File: config.mk
export PLATFORM = sky130hd
export DESIGN_NAME = link_freq_ctrl
export DESIGN_NICKNAME = d
export VERILOG_FILES = /design/src/rtl/lfc_pkg.sv /design/src/rtl/lfc_strap_decode.sv /design/src/rtl/lfc_link_field.sv /design/src/rtl/lfc_rd_mux.sv /design/src/rtl/link_freq_ctrl.sv
export SDC_FILE = /design/constraint.sdc
export NUM_CORES = 1
export LEC_CHECK = 0
export CORE_MARGIN = 5
export CORE_UTILIZATION = 30
export CTS_CLUSTER_SIZE = 10
export DETAILED_ROUTE_END_ITERATION = 8
export PLACE_DENSITY_LB_ADDON = 0.12
export SETUP_SLACK_MARGIN = 0.05
export SLEW_MARGIN = 5
export SYNTH_ARGS = -nofsm -noshare
export SYNTH_HDL_FRONTEND = slang
export SYNTH_SLANG_ARGS = --single-unit
File: constraint.sdc
create_clock -name clk -period 4.8 [get_ports clk]
set_input_delay 0.96 -clock clk [delete_from_list [all_inputs] [get_ports clk]]
set_output_delay 0.96 -clock clk [all_outputs]
set_load 0.01 [all_outputs]
File: src/rtl/lfc_pkg.sv
package lfc_pkg;

   localparam int CODE_W = 4;

   typedef logic [CODE_W-1:0] freq_code_t;

   localparam freq_code_t CODE_200MHZ = 4'h0;
   localparam freq_code_t CODE_400MHZ = 4'h2;
   localparam freq_code_t CODE_VENDOR = 4'hF;

   function automatic logic code_is_reserved(input freq_code_t c);
      return !((c == CODE_200MHZ) || (c == CODE_400MHZ) || (c == CODE_VENDOR));
   endfunction

endpackage

File: src/rtl/lfc_strap_decode.sv
module lfc_strap_decode
   import lfc_pkg::*;
#(
   parameter int          LCLK_W   = 2,
   parameter logic [1:0]  LCLK_200 = 2'b01
) (
   input  logic              core_sel,
   input  logic [LCLK_W-1:0] link_clk,
   input  logic              alt_clk,
   output freq_code_t        cold_code
);

   logic recognised;

   always_comb begin
      recognised = core_sel && (link_clk == LCLK_W'(LCLK_200));
      if (alt_clk)
         cold_code = CODE_VENDOR;
      else if (recognised)
         cold_code = CODE_200MHZ;
      else
         cold_code = CODE_VENDOR;
   end

endmodule

File: src/rtl/lfc_link_field.sv
module lfc_link_field
   import lfc_pkg::*;
#(
   parameter freq_code_t RX_DEFAULT = 4'h0
) (
   input  logic       clk,
   input  logic       cold_rst_n,
   input  logic       warm_rst_n,
   input  freq_code_t cold_code,
   input  logic       wr_hit,
   input  freq_code_t wr_code,
   input  logic       sync_on,
   output freq_code_t field_q,
   output freq_code_t tx_sel,
   output freq_code_t rx_sel,
   output logic       reserved
);

   freq_code_t active_q;

   // stored code: strap at cold reset, frozen in warm reset, written otherwise
   always_ff @(posedge clk) begin
      if (!cold_rst_n)
         field_q <= cold_code;
      else if (warm_rst_n && wr_hit)
         field_q <= wr_code;
   end

   // active code: reloaded on every edge a reset is applied
   always_ff @(posedge clk) begin
      if (!cold_rst_n)
         active_q <= cold_code;
      else if (!warm_rst_n)
         active_q <= field_q;
   end

   always_comb begin
      tx_sel   = active_q;
      rx_sel   = sync_on ? active_q : RX_DEFAULT;
      reserved = code_is_reserved(field_q);
   end

endmodule

File: src/rtl/lfc_rd_mux.sv
module lfc_rd_mux #(
   parameter int               ADDR_W    = 8,
   parameter int               DATA_W    = 8,
   parameter logic [ADDR_W-1:0] FREQ_ADDR = 8'h4D,
   parameter logic [ADDR_W-1:0] REV_ADDR  = 8'h4C,
   parameter logic [DATA_W-1:0] REV_BYTE  = 8'h20
) (
   input  logic [ADDR_W-1:0] addr,
   input  logic [DATA_W-1:0] freq_byte,
   output logic [DATA_W-1:0] rd_data
);

   always_comb begin
      if (addr == FREQ_ADDR)
         rd_data = freq_byte;
      else if (addr == REV_ADDR)
         rd_data = REV_BYTE;
      else
         rd_data = '0;
   end

endmodule

File: src/rtl/link_freq_ctrl.sv
module link_freq_ctrl
   import lfc_pkg::*;
#(
   parameter int          NUM_LINKS  = 2,
   parameter int          ADDR_W     = 8,
   parameter logic [7:0]  FREQ_ADDR  = 8'h4D,
   parameter logic [7:0]  REV_ADDR   = 8'h4C,
   parameter logic [2:0]  REV_MAJOR  = 3'd1,
   parameter logic [4:0]  REV_MINOR  = 5'd0,
   parameter int          LCLK_W     = 2,
   parameter logic [1:0]  LCLK_200   = 2'b01,
   parameter logic [3:0]  RX_DEFAULT = 4'h0
) (
   input  logic                          clk,
   input  logic                          cold_rst_n,
   input  logic                          warm_rst_n,
   input  logic                          strap_core_sel,
   input  logic [NUM_LINKS*LCLK_W-1:0]   strap_link_clk,
   input  logic                          alt_clk_mode,
   input  logic [NUM_LINKS-1:0]          sync_mode,
   input  logic [ADDR_W-1:0]             bus_addr,
   input  logic                          bus_wr_en,
   input  logic [NUM_LINKS*CODE_W-1:0]   bus_wr_data,
   output logic [NUM_LINKS*CODE_W-1:0]   bus_rd_data,
   output logic [NUM_LINKS*CODE_W-1:0]   tx_freq_sel,
   output logic [NUM_LINKS*CODE_W-1:0]   rx_freq_sel,
   output logic [NUM_LINKS-1:0]          code_reserved
);

   localparam int DATA_W = NUM_LINKS * CODE_W;
   localparam logic [DATA_W-1:0] REV_BYTE = DATA_W'({REV_MAJOR, REV_MINOR});

   if (DATA_W != 8) begin : g_bad_width
      $error("link_freq_ctrl: NUM_LINKS*CODE_W must fill one byte");
   end
   if (ADDR_W < 8) begin : g_bad_addr
      $error("link_freq_ctrl: ADDR_W must cover the register addresses");
   end
   if (LCLK_W < 1 || LCLK_W > 2) begin : g_bad_lclk
      $error("link_freq_ctrl: LCLK_W must be 1 or 2");
   end

   logic                  wr_hit;
   logic [DATA_W-1:0]     field_bus;

   assign wr_hit = bus_wr_en && (bus_addr == ADDR_W'(FREQ_ADDR));

   for (genvar i = 0; i < NUM_LINKS; i++) begin : g_link
      freq_code_t cold_code;
      freq_code_t fld, tx, rx;
      logic       rsv;

      lfc_strap_decode #(
         .LCLK_W   (LCLK_W),
         .LCLK_200 (LCLK_200)
      ) i_strap (
         .core_sel  (strap_core_sel),
         .link_clk  (strap_link_clk[i*LCLK_W +: LCLK_W]),
         .alt_clk   (alt_clk_mode),
         .cold_code (cold_code)
      );

      lfc_link_field #(
         .RX_DEFAULT (RX_DEFAULT)
      ) i_field (
         .clk        (clk),
         .cold_rst_n (cold_rst_n),
         .warm_rst_n (warm_rst_n),
         .cold_code  (cold_code),
         .wr_hit     (wr_hit),
         .wr_code    (bus_wr_data[i*CODE_W +: CODE_W]),
         .sync_on    (sync_mode[i]),
         .field_q    (fld),
         .tx_sel     (tx),
         .rx_sel     (rx),
         .reserved   (rsv)
      );

      assign field_bus[i*CODE_W +: CODE_W]   = fld;
      assign tx_freq_sel[i*CODE_W +: CODE_W] = tx;
      assign rx_freq_sel[i*CODE_W +: CODE_W] = rx;
      assign code_reserved[i]                = rsv;
   end

   lfc_rd_mux #(
      .ADDR_W    (ADDR_W),
      .DATA_W    (DATA_W),
      .FREQ_ADDR (ADDR_W'(FREQ_ADDR)),
      .REV_ADDR  (ADDR_W'(REV_ADDR)),
      .REV_BYTE  (REV_BYTE)
   ) i_rd (
      .addr      (bus_addr),
      .freq_byte (field_bus),
      .rd_data   (bus_rd_data)
   );

endmodule

==> results of run 1 <==
==> state kept, by name, indices dropped and copies added, names as in the netlist <==
name / cells
g_link.i_field.field_q: 8
g_link.i_field.tx_sel: 8
==> power groups by stage <==
stage          sequential [uW]  combinational (uW)  clock, uW
6_report                   176                82.6       71.9
4_1_cts                    176                84.0       74.0
3_3_place_gp               179                81.8          0
3_5_place_dp               179                83.7          0
2_1_floorplan              181                29.6          0
5_1_grt                    177                89.9       78.6
==> logic make-up (layout without fill, tap and decap cells) <==
| logic type | Yosys count | after routing | share of synthesized area [%] |
|---|---|---|---|
| flops | 16 | 16 | 54.1 |
| compound gates | 20 | 20 | 14.4 |
| buf+inv | 14 | 66 | 7.61 |
| simple gates | 40 | 40 | 23.9 |
==> cell type report <==
class | count | area [sq um]
Fill cell | 295 | 1350
Timing Repair Buffer | 54 | 538
Sequential cell | 16 | 480
Multi-Input combinational cell | 60 | 340
Tap cell | 31 | 38.8
Inverter | 8 | 30.0
Clock buffer | 3 | 22.5
Clock inverter | 1 | 3.75
==> metrics by stage <==
stage | power, uW | hold WS, ns
floorplan | 210 | 0.537
global placement | 260 | 0.567
detailed placement | 263 | 0.569
CTS | 334 | 0.594
global route | 346 | 0.628
finish | 330 | 0.586
==> routing by layer <==
metal	GRT usage (%)	wire length, um	vias to the layer above
met1	9.95	777	357
met4	2.90	10	0
met2	19.1	1110	40
met3	2.76	194	2
li1	-	-	422
met5	0	0	-
==> worst reg2reg max path: cells and delay by family (launching register included) <==
family,cells,cell delay (ns)
DFF,1,0.43
and+or+nand+nor,1,0.08
AOI/OAI and AO/OA,1,0.11
==> placed cells by master, fill, tap and decap left out, drive strengths merged <==
cell / n
o21ai: 16
and4: 2
a2111oi: 1
buf: 1
nand4b: 1
or4b: 1
clkbuf: 3
o31ai: 1
nor4bb: 2
clkinv: 1
nand2: 19
inv: 8
clkdlybuf4s50: 53
edfxtp: 16
a31oi: 2
nor3: 7
and2: 8
==> final timing paths <==
check,end,cells past startpoint,from,slack [ns]
max,bus_rd_data[5],4,bus_addr[7],0.81
max reg2reg,g_link[0].i_field.tx_sel[3],2,g_link[0].i_field.field_q[3],3.90
min,g_link[0].i_field.tx_sel[1],2,g_link[0].i_field.field_q[1],0.59
min reg2reg,g_link[0].i_field.tx_sel[1],2,g_link[0].i_field.field_q[1],0.59
==> metrics.cfg, run 1 <==
[run_status]
outcome = completed

[grt]
total_overflow_reported_by_the_global_router = 0
grt_start_max_net_pins = 35
grt_pass1_vias = 779
gr-usage-all-layers_pct = 9.75
antenna_violations_before_repair = 0
grt_pass1_wl_um = 3260

[place]
post_dp_cell_area_sq_um = 1430
placed_cells = 169
port_buffers = 53
place_ws_ns = 0.801
dp_hpwl_um = 1740
finalWeightedCongestion = 0.817

[floorplanning]
num_io_pins = 54
die_w_um = 64.4
floorplan.die.height_um = 64.4
starting_density_pct = 31.7
floorplan.die_area_sq_um = 4150
design.core.area_sq_um = 2810
num_rows = 19

[power]
cellPowerDensity_nw_per_um2 = 227
net_switching_fraction_of_the_power_pct = 24.4
cellInternalPower_uw = 250
static-leakage-power_uw = 0.000526
combinationalPowerShare_pct = 25.0
pwr-share-clk_pct = 21.8
net_switching_component_of_the_power_uw = 80.7
share_seq_of_total_power_pct = 53.2
worst_ir_drop_vdd_uv = 126

[clocking]
clockBufferDepth = 2
cts_max_level = 1
tritoncts = yes
number_of_setup_buffers_added_after_cts = 0
cts-buffers-inserted = 3
worstSkewPairLatency_ns = 0.28
postCtsHoldBufs = 0
root_buffer = sky130_fd_sc_hd__clkbuf_4
post_cts.resized_instances = 0
clkTransAtPathRegs_ns = 0.09
clock_sinks = 16

[timing]
finalHoldViolations = 0
transition_at_the_pin_with_the_smallest_max_transition_slack_ns = 0.943
rsz0062_at_grt = false
min_period_ns = 3.99
post-route-period-util_pct = 83.2
worst_clock_skew_ns = 0.00211
final_critical_path_setup_slack_ns = 0.806
max_clock_freq_mhz = 250
timing.final.max_slew_violations = 0
max-slew-margin-rel_pct = 36.3
setup_viol = 0
final.setup.tns_ns = 0

[drt]
drc = 0
detail_route.vias_per_cell = 4.75
wire_length_per_cell_um = 12.1
finalWirelength_um = 2090
iteration_0_drc_count_of_the_detailed_router = 12
route.antenna.remaining_nets = 0
detailroute.via_count = 821
drt_pre_antenna_iters = 5

[logic_synthesis]
synth_cells = 90
synth_largest_type_area_fraction_pct = 54.1
ys_seq_area_share_pct = 54.1
syn_avg_cell_area_sq_um = 9.87
synth_top_cells_by_area = sky130_fd_sc_hd__edfxtp_1 54%, sky130_fd_sc_hd__o21ai_0 9.0%, sky130_fd_sc_hd__nand2_1 8.0%, sky130_fd_sc_hd__and2_1 5.6%, sky130_fd_sc_hd__nor3_1 3.9%
synth_cell_types = 16
synth-seq-cells = 16
synth_flop_cell = sky130_fd_sc_hd__edfxtp_1
synth_top_cells_by_count = 19 x sky130_fd_sc_hd__nand2_1, 16 x sky130_fd_sc_hd__edfxtp_1, 16 x sky130_fd_sc_hd__o21ai_0, 8 x sky130_fd_sc_hd__and2_1, 8 x sky130_fd_sc_hd__inv_1
synth_top_cell_by_area = sky130_fd_sc_hd__edfxtp_1
synth_nets = 118
postSynth.asyncResetShare_pct = 0
yosys.cell_count.top_type = sky130_fd_sc_hd__nand2_1
synth-warning-count = 0
synth_enable_flop_cells = 16
synth_area_sq_um = 888

[critical_path]
critical_path.top_delay_family = buffers and inverters
critPathMaxStageDelay_ns = 0.72
timing.setup.critical_path_class = in2out
cp_slowest_cell = sky130_fd_sc_hd__or4b_1
worstPathMaxFanout = 9
crit_arrival_ns = 3.03
critical_path.startpoint_type = input pin
timing.critical_path.buf_inv = 2
cpMostUsedCell = sky130_fd_sc_hd__clkdlybuf4s50_1
critical_path.cell_chain = clkdlybuf4s50_1 -> or4b_1 -> a2111oi_4 -> clkdlybuf4s50_1
worst_ep_required_time_ns = 3.84
end_kind = output port

[cells_and_area]
syn2layout_area_growth_pct = 63.7
finish.net_count = 171
finalCoreUtilization_pct = 51.8
post-route-cell-area_sq_um = 1450
non_filler_instance_count_after_layout = 173
layout-drive-gt1-share_pct = 3.52
antenna_cells = 0

[worst_hold_path]
holdCritPathClass = reg2reg

[job]
drv_cap = 0

Power figures use the tool's default switching activity.
==> inputs of run 2 (changes only) <==
==> constraint.sdc (replaced) <==
create_clock -name clk -period 3.6 [get_ports clk]
set_input_delay 0.72 -clock clk [delete_from_list [all_inputs] [get_ports clk]]
set_output_delay 0.72 -clock clk [all_outputs]
set_load 0.01 [all_outputs]
==> run 2 against run 1 <==
  * Worst hold slack gained 0.0098 ns
  * Routed wire length fell by 2.3%
  * Clock power rose by 29%
  * Critical path depth increased by 1
  * Largest cell class unchanged
==> metrics.cfg, run 2 (same netlist as run 1, synthesis figures left out) <==
[drt]
drt_pre_antenna_iters = 4  ; -1
wire_length_per_cell_um = 11.7  ; -2.9%
route.antenna.remaining_nets = 0  ; unchanged
detail_route.vias_per_cell = 4.68  ; -1.4%
detailroute.via_count = 814  ; -0.85%
iteration_0_drc_count_of_the_detailed_router = 5  ; -7
drc = 0  ; unchanged
finalWirelength_um = 2040  ; -2.3%

[cells_and_area]
most_frequent_cells_in_the_layout = 53 x sky130_fd_sc_hd__clkdlybuf4s50_1, 19 x sky130_fd_sc_hd__nand2_1, 16 x sky130_fd_sc_hd__o21ai_0, 16 x sky130_fd_sc_hd__edfxtp_1
layout.cells.most_common = sky130_fd_sc_hd__clkdlybuf4s50_1
post-route-cell-area_sq_um = 1470  ; +0.78%
fillerInstances = 288  ; -2.4%
syn2layout_area_growth_pct = 64.9
antenna_cells = 0  ; unchanged
finish.net_count = 173  ; +1.2%
layout-drive-gt1-share_pct = 4.90  ; +1.4 points

[place]
dp_hpwl_um = 1760  ; +0.81%
finalWeightedCongestion = 0.804  ; -1.6%
port_buffers = 53  ; unchanged
post_dp_cell_area_sq_um = 1440  ; +1.1%

[critical_path]
critical_path.startpoint = bus_addr[7]
critical_path.startpoint_type = input pin
slack_of_the_worst_reg_to_reg_path_ns = 2.73  ; -1.17 ns
end_kind = output port
worstPathMaxFanout = 8  ; -1
worst_ep_required_time_ns = 2.88  ; -0.96 ns
timing.setup.critical_path_class = in2out
worst_r2r_startpoint = g_link[1].i_field.field_q[1]
crit_arrival_ns = 2.68  ; -0.35 ns

[grt]
grt_pass1_vias = 788  ; +1.2%
grt_pass1_wl_um = 3350  ; +2.8%
antenna_violations_before_repair = 0  ; unchanged
grt_start_max_net_pins = 20  ; -43%
gr-usage-all-layers_pct = 10.2  ; +0.46 points
total_overflow_reported_by_the_global_router = 0  ; unchanged

[clocking]
clock_sinks = 16  ; unchanged
cts-buffers-inserted = 3  ; unchanged
root_buffer = sky130_fd_sc_hd__clkbuf_4
number_of_setup_buffers_added_after_cts = 0  ; unchanged
worstSkewPairLatency_ns = 0.28  ; about the same
cts_max_level = 1  ; unchanged
post_cts.resized_instances = 0  ; unchanged
clkTransAtPathRegs_ns = 0.09  ; about the same
tritoncts = yes
postCtsHoldBufs = 0  ; unchanged
clockBufferDepth = 2  ; unchanged

[job]
drv_cap = 0  ; unchanged

[worst_hold_path]
holdCritPathClass = reg2reg
hold_path.startpoint = g_link[0].i_field.field_q[1]

[timing]
finalHoldViolations = 0  ; unchanged
max-slew-margin-rel_pct = 32.9  ; -3.4 points
worst_clock_skew_ns = 0.000685  ; -0.00143 ns
rsz0062_at_grt = false
transition_at_the_pin_with_the_smallest_max_transition_slack_ns = 0.993  ; +0.0499 ns
final.setup.tns_ns = 0  ; unchanged
timing.final.max_slew_violations = 0  ; unchanged
max_clock_freq_mhz = 294
setup_viol = 0  ; unchanged
min_period_ns = 3.40
worst_hold_slack_ns = 0.596  ; +0.00979 ns
post-route-period-util_pct = 94.5

[floorplanning]
floorplan.die.height_um = 64.4  ; unchanged
num_rows = 19  ; unchanged
floorplan.die_area_sq_um = 4150  ; unchanged
num_io_pins = 54  ; unchanged
die_w_um = 64.4  ; unchanged
design.core.area_sq_um = 2810  ; unchanged
starting_density_pct = 31.7  ; unchanged

[run_status]
outcome = completed

[power]
worst_ir_drop_vdd_uv = 101  ; -20%
net_switching_component_of_the_power_uw = 105  ; +30%
pwr-share-clk_pct = 21.2  ; -0.6 points
combinationalPowerShare_pct = 25.4  ; +0.4 points
cellInternalPower_uw = 332  ; +33%
static-leakage-power_uw = 0.000533  ; +1.4%
share_seq_of_total_power_pct = 53.5  ; +0.3 points
cellPowerDensity_nw_per_um2 = 299  ; +31%
net_switching_fraction_of_the_power_pct = 24.0  ; -0.38 points

[run 2: cell count changes in the layout (fill, tap and decap cells not counted), sizes merged]
cell,delta
buf,+2
clkinv,-1
[run 2: worst max-delay path, stage by stage]
cell and delay (ns):
sky130_fd_sc_hd__clkdlybuf4s50_1 0.39, sky130_fd_sc_hd__or4b_1 0.59, sky130_fd_sc_hd__buf_4 0.20, sky130_fd_sc_hd__nor3_1 0.21
sky130_fd_sc_hd__clkdlybuf4s50_1 0.58
[run 2: worst paths after layout]
path                                               endpoint  cells after the start
worst max-delay path                         bus_rd_data[0]                      5
worst min register to register  g_link[0].i_field.tx_sel[1]                      2
worst max register to register  g_link[1].i_field.tx_sel[1]                      2
worst min-delay path            g_link[0].i_field.tx_sel[1]                      2
[run 2: layout make-up]
cell class / count / area (sq um) / area share, %
inverter: 8 / 30.0 / 2.05
sequential: 16 / 480 / 32.8
clock buffer: 3 / 22.5 / 1.54
multi-input combinational: 60 / 340 / 23.2
tap: 31 / 38.8 / 2.65
timing repair buffer: 56 / 553 / 37.7
[run 2: stage by stage]
| step | cells | setup slack (ns) | util [%] | power, uW |
|---|---|---|---|---|
| 4_1_cts | 174 | 0.162 | 52.2 | 444 |
| 2_1_floorplan | 90 | 1.07 | - | 281 |
| 6_report | 174 | 0.198 | 52.2 | 438 |
| 3_3_place_gp | 171 | 0.192 | 51.4 | 348 |
| 3_5_place_dp | 171 | 0.161 | 51.4 | 351 |
| 5_1_grt | 174 | 0.0767 | 52.2 | 458 |
[run 2: power by group through the flow]
stage	registers (uW)	logic, uW	clock network [uW]
finish	234	111	92.7
CTS	234	113	96.9
global route	236	122	100
floorplan	241	39.5	0
detailed placement	238	113	0
global placement	238	110	0
[run 2: per-layer routing]
layer	global-route usage [%]	vias up	part of all wire, %
li1	-	426	-
met1	10.8	348	39
met2	18.8	35	50
met3	2.76	5	9.1
met4	4.75	0	2.3
met5	0	-	0
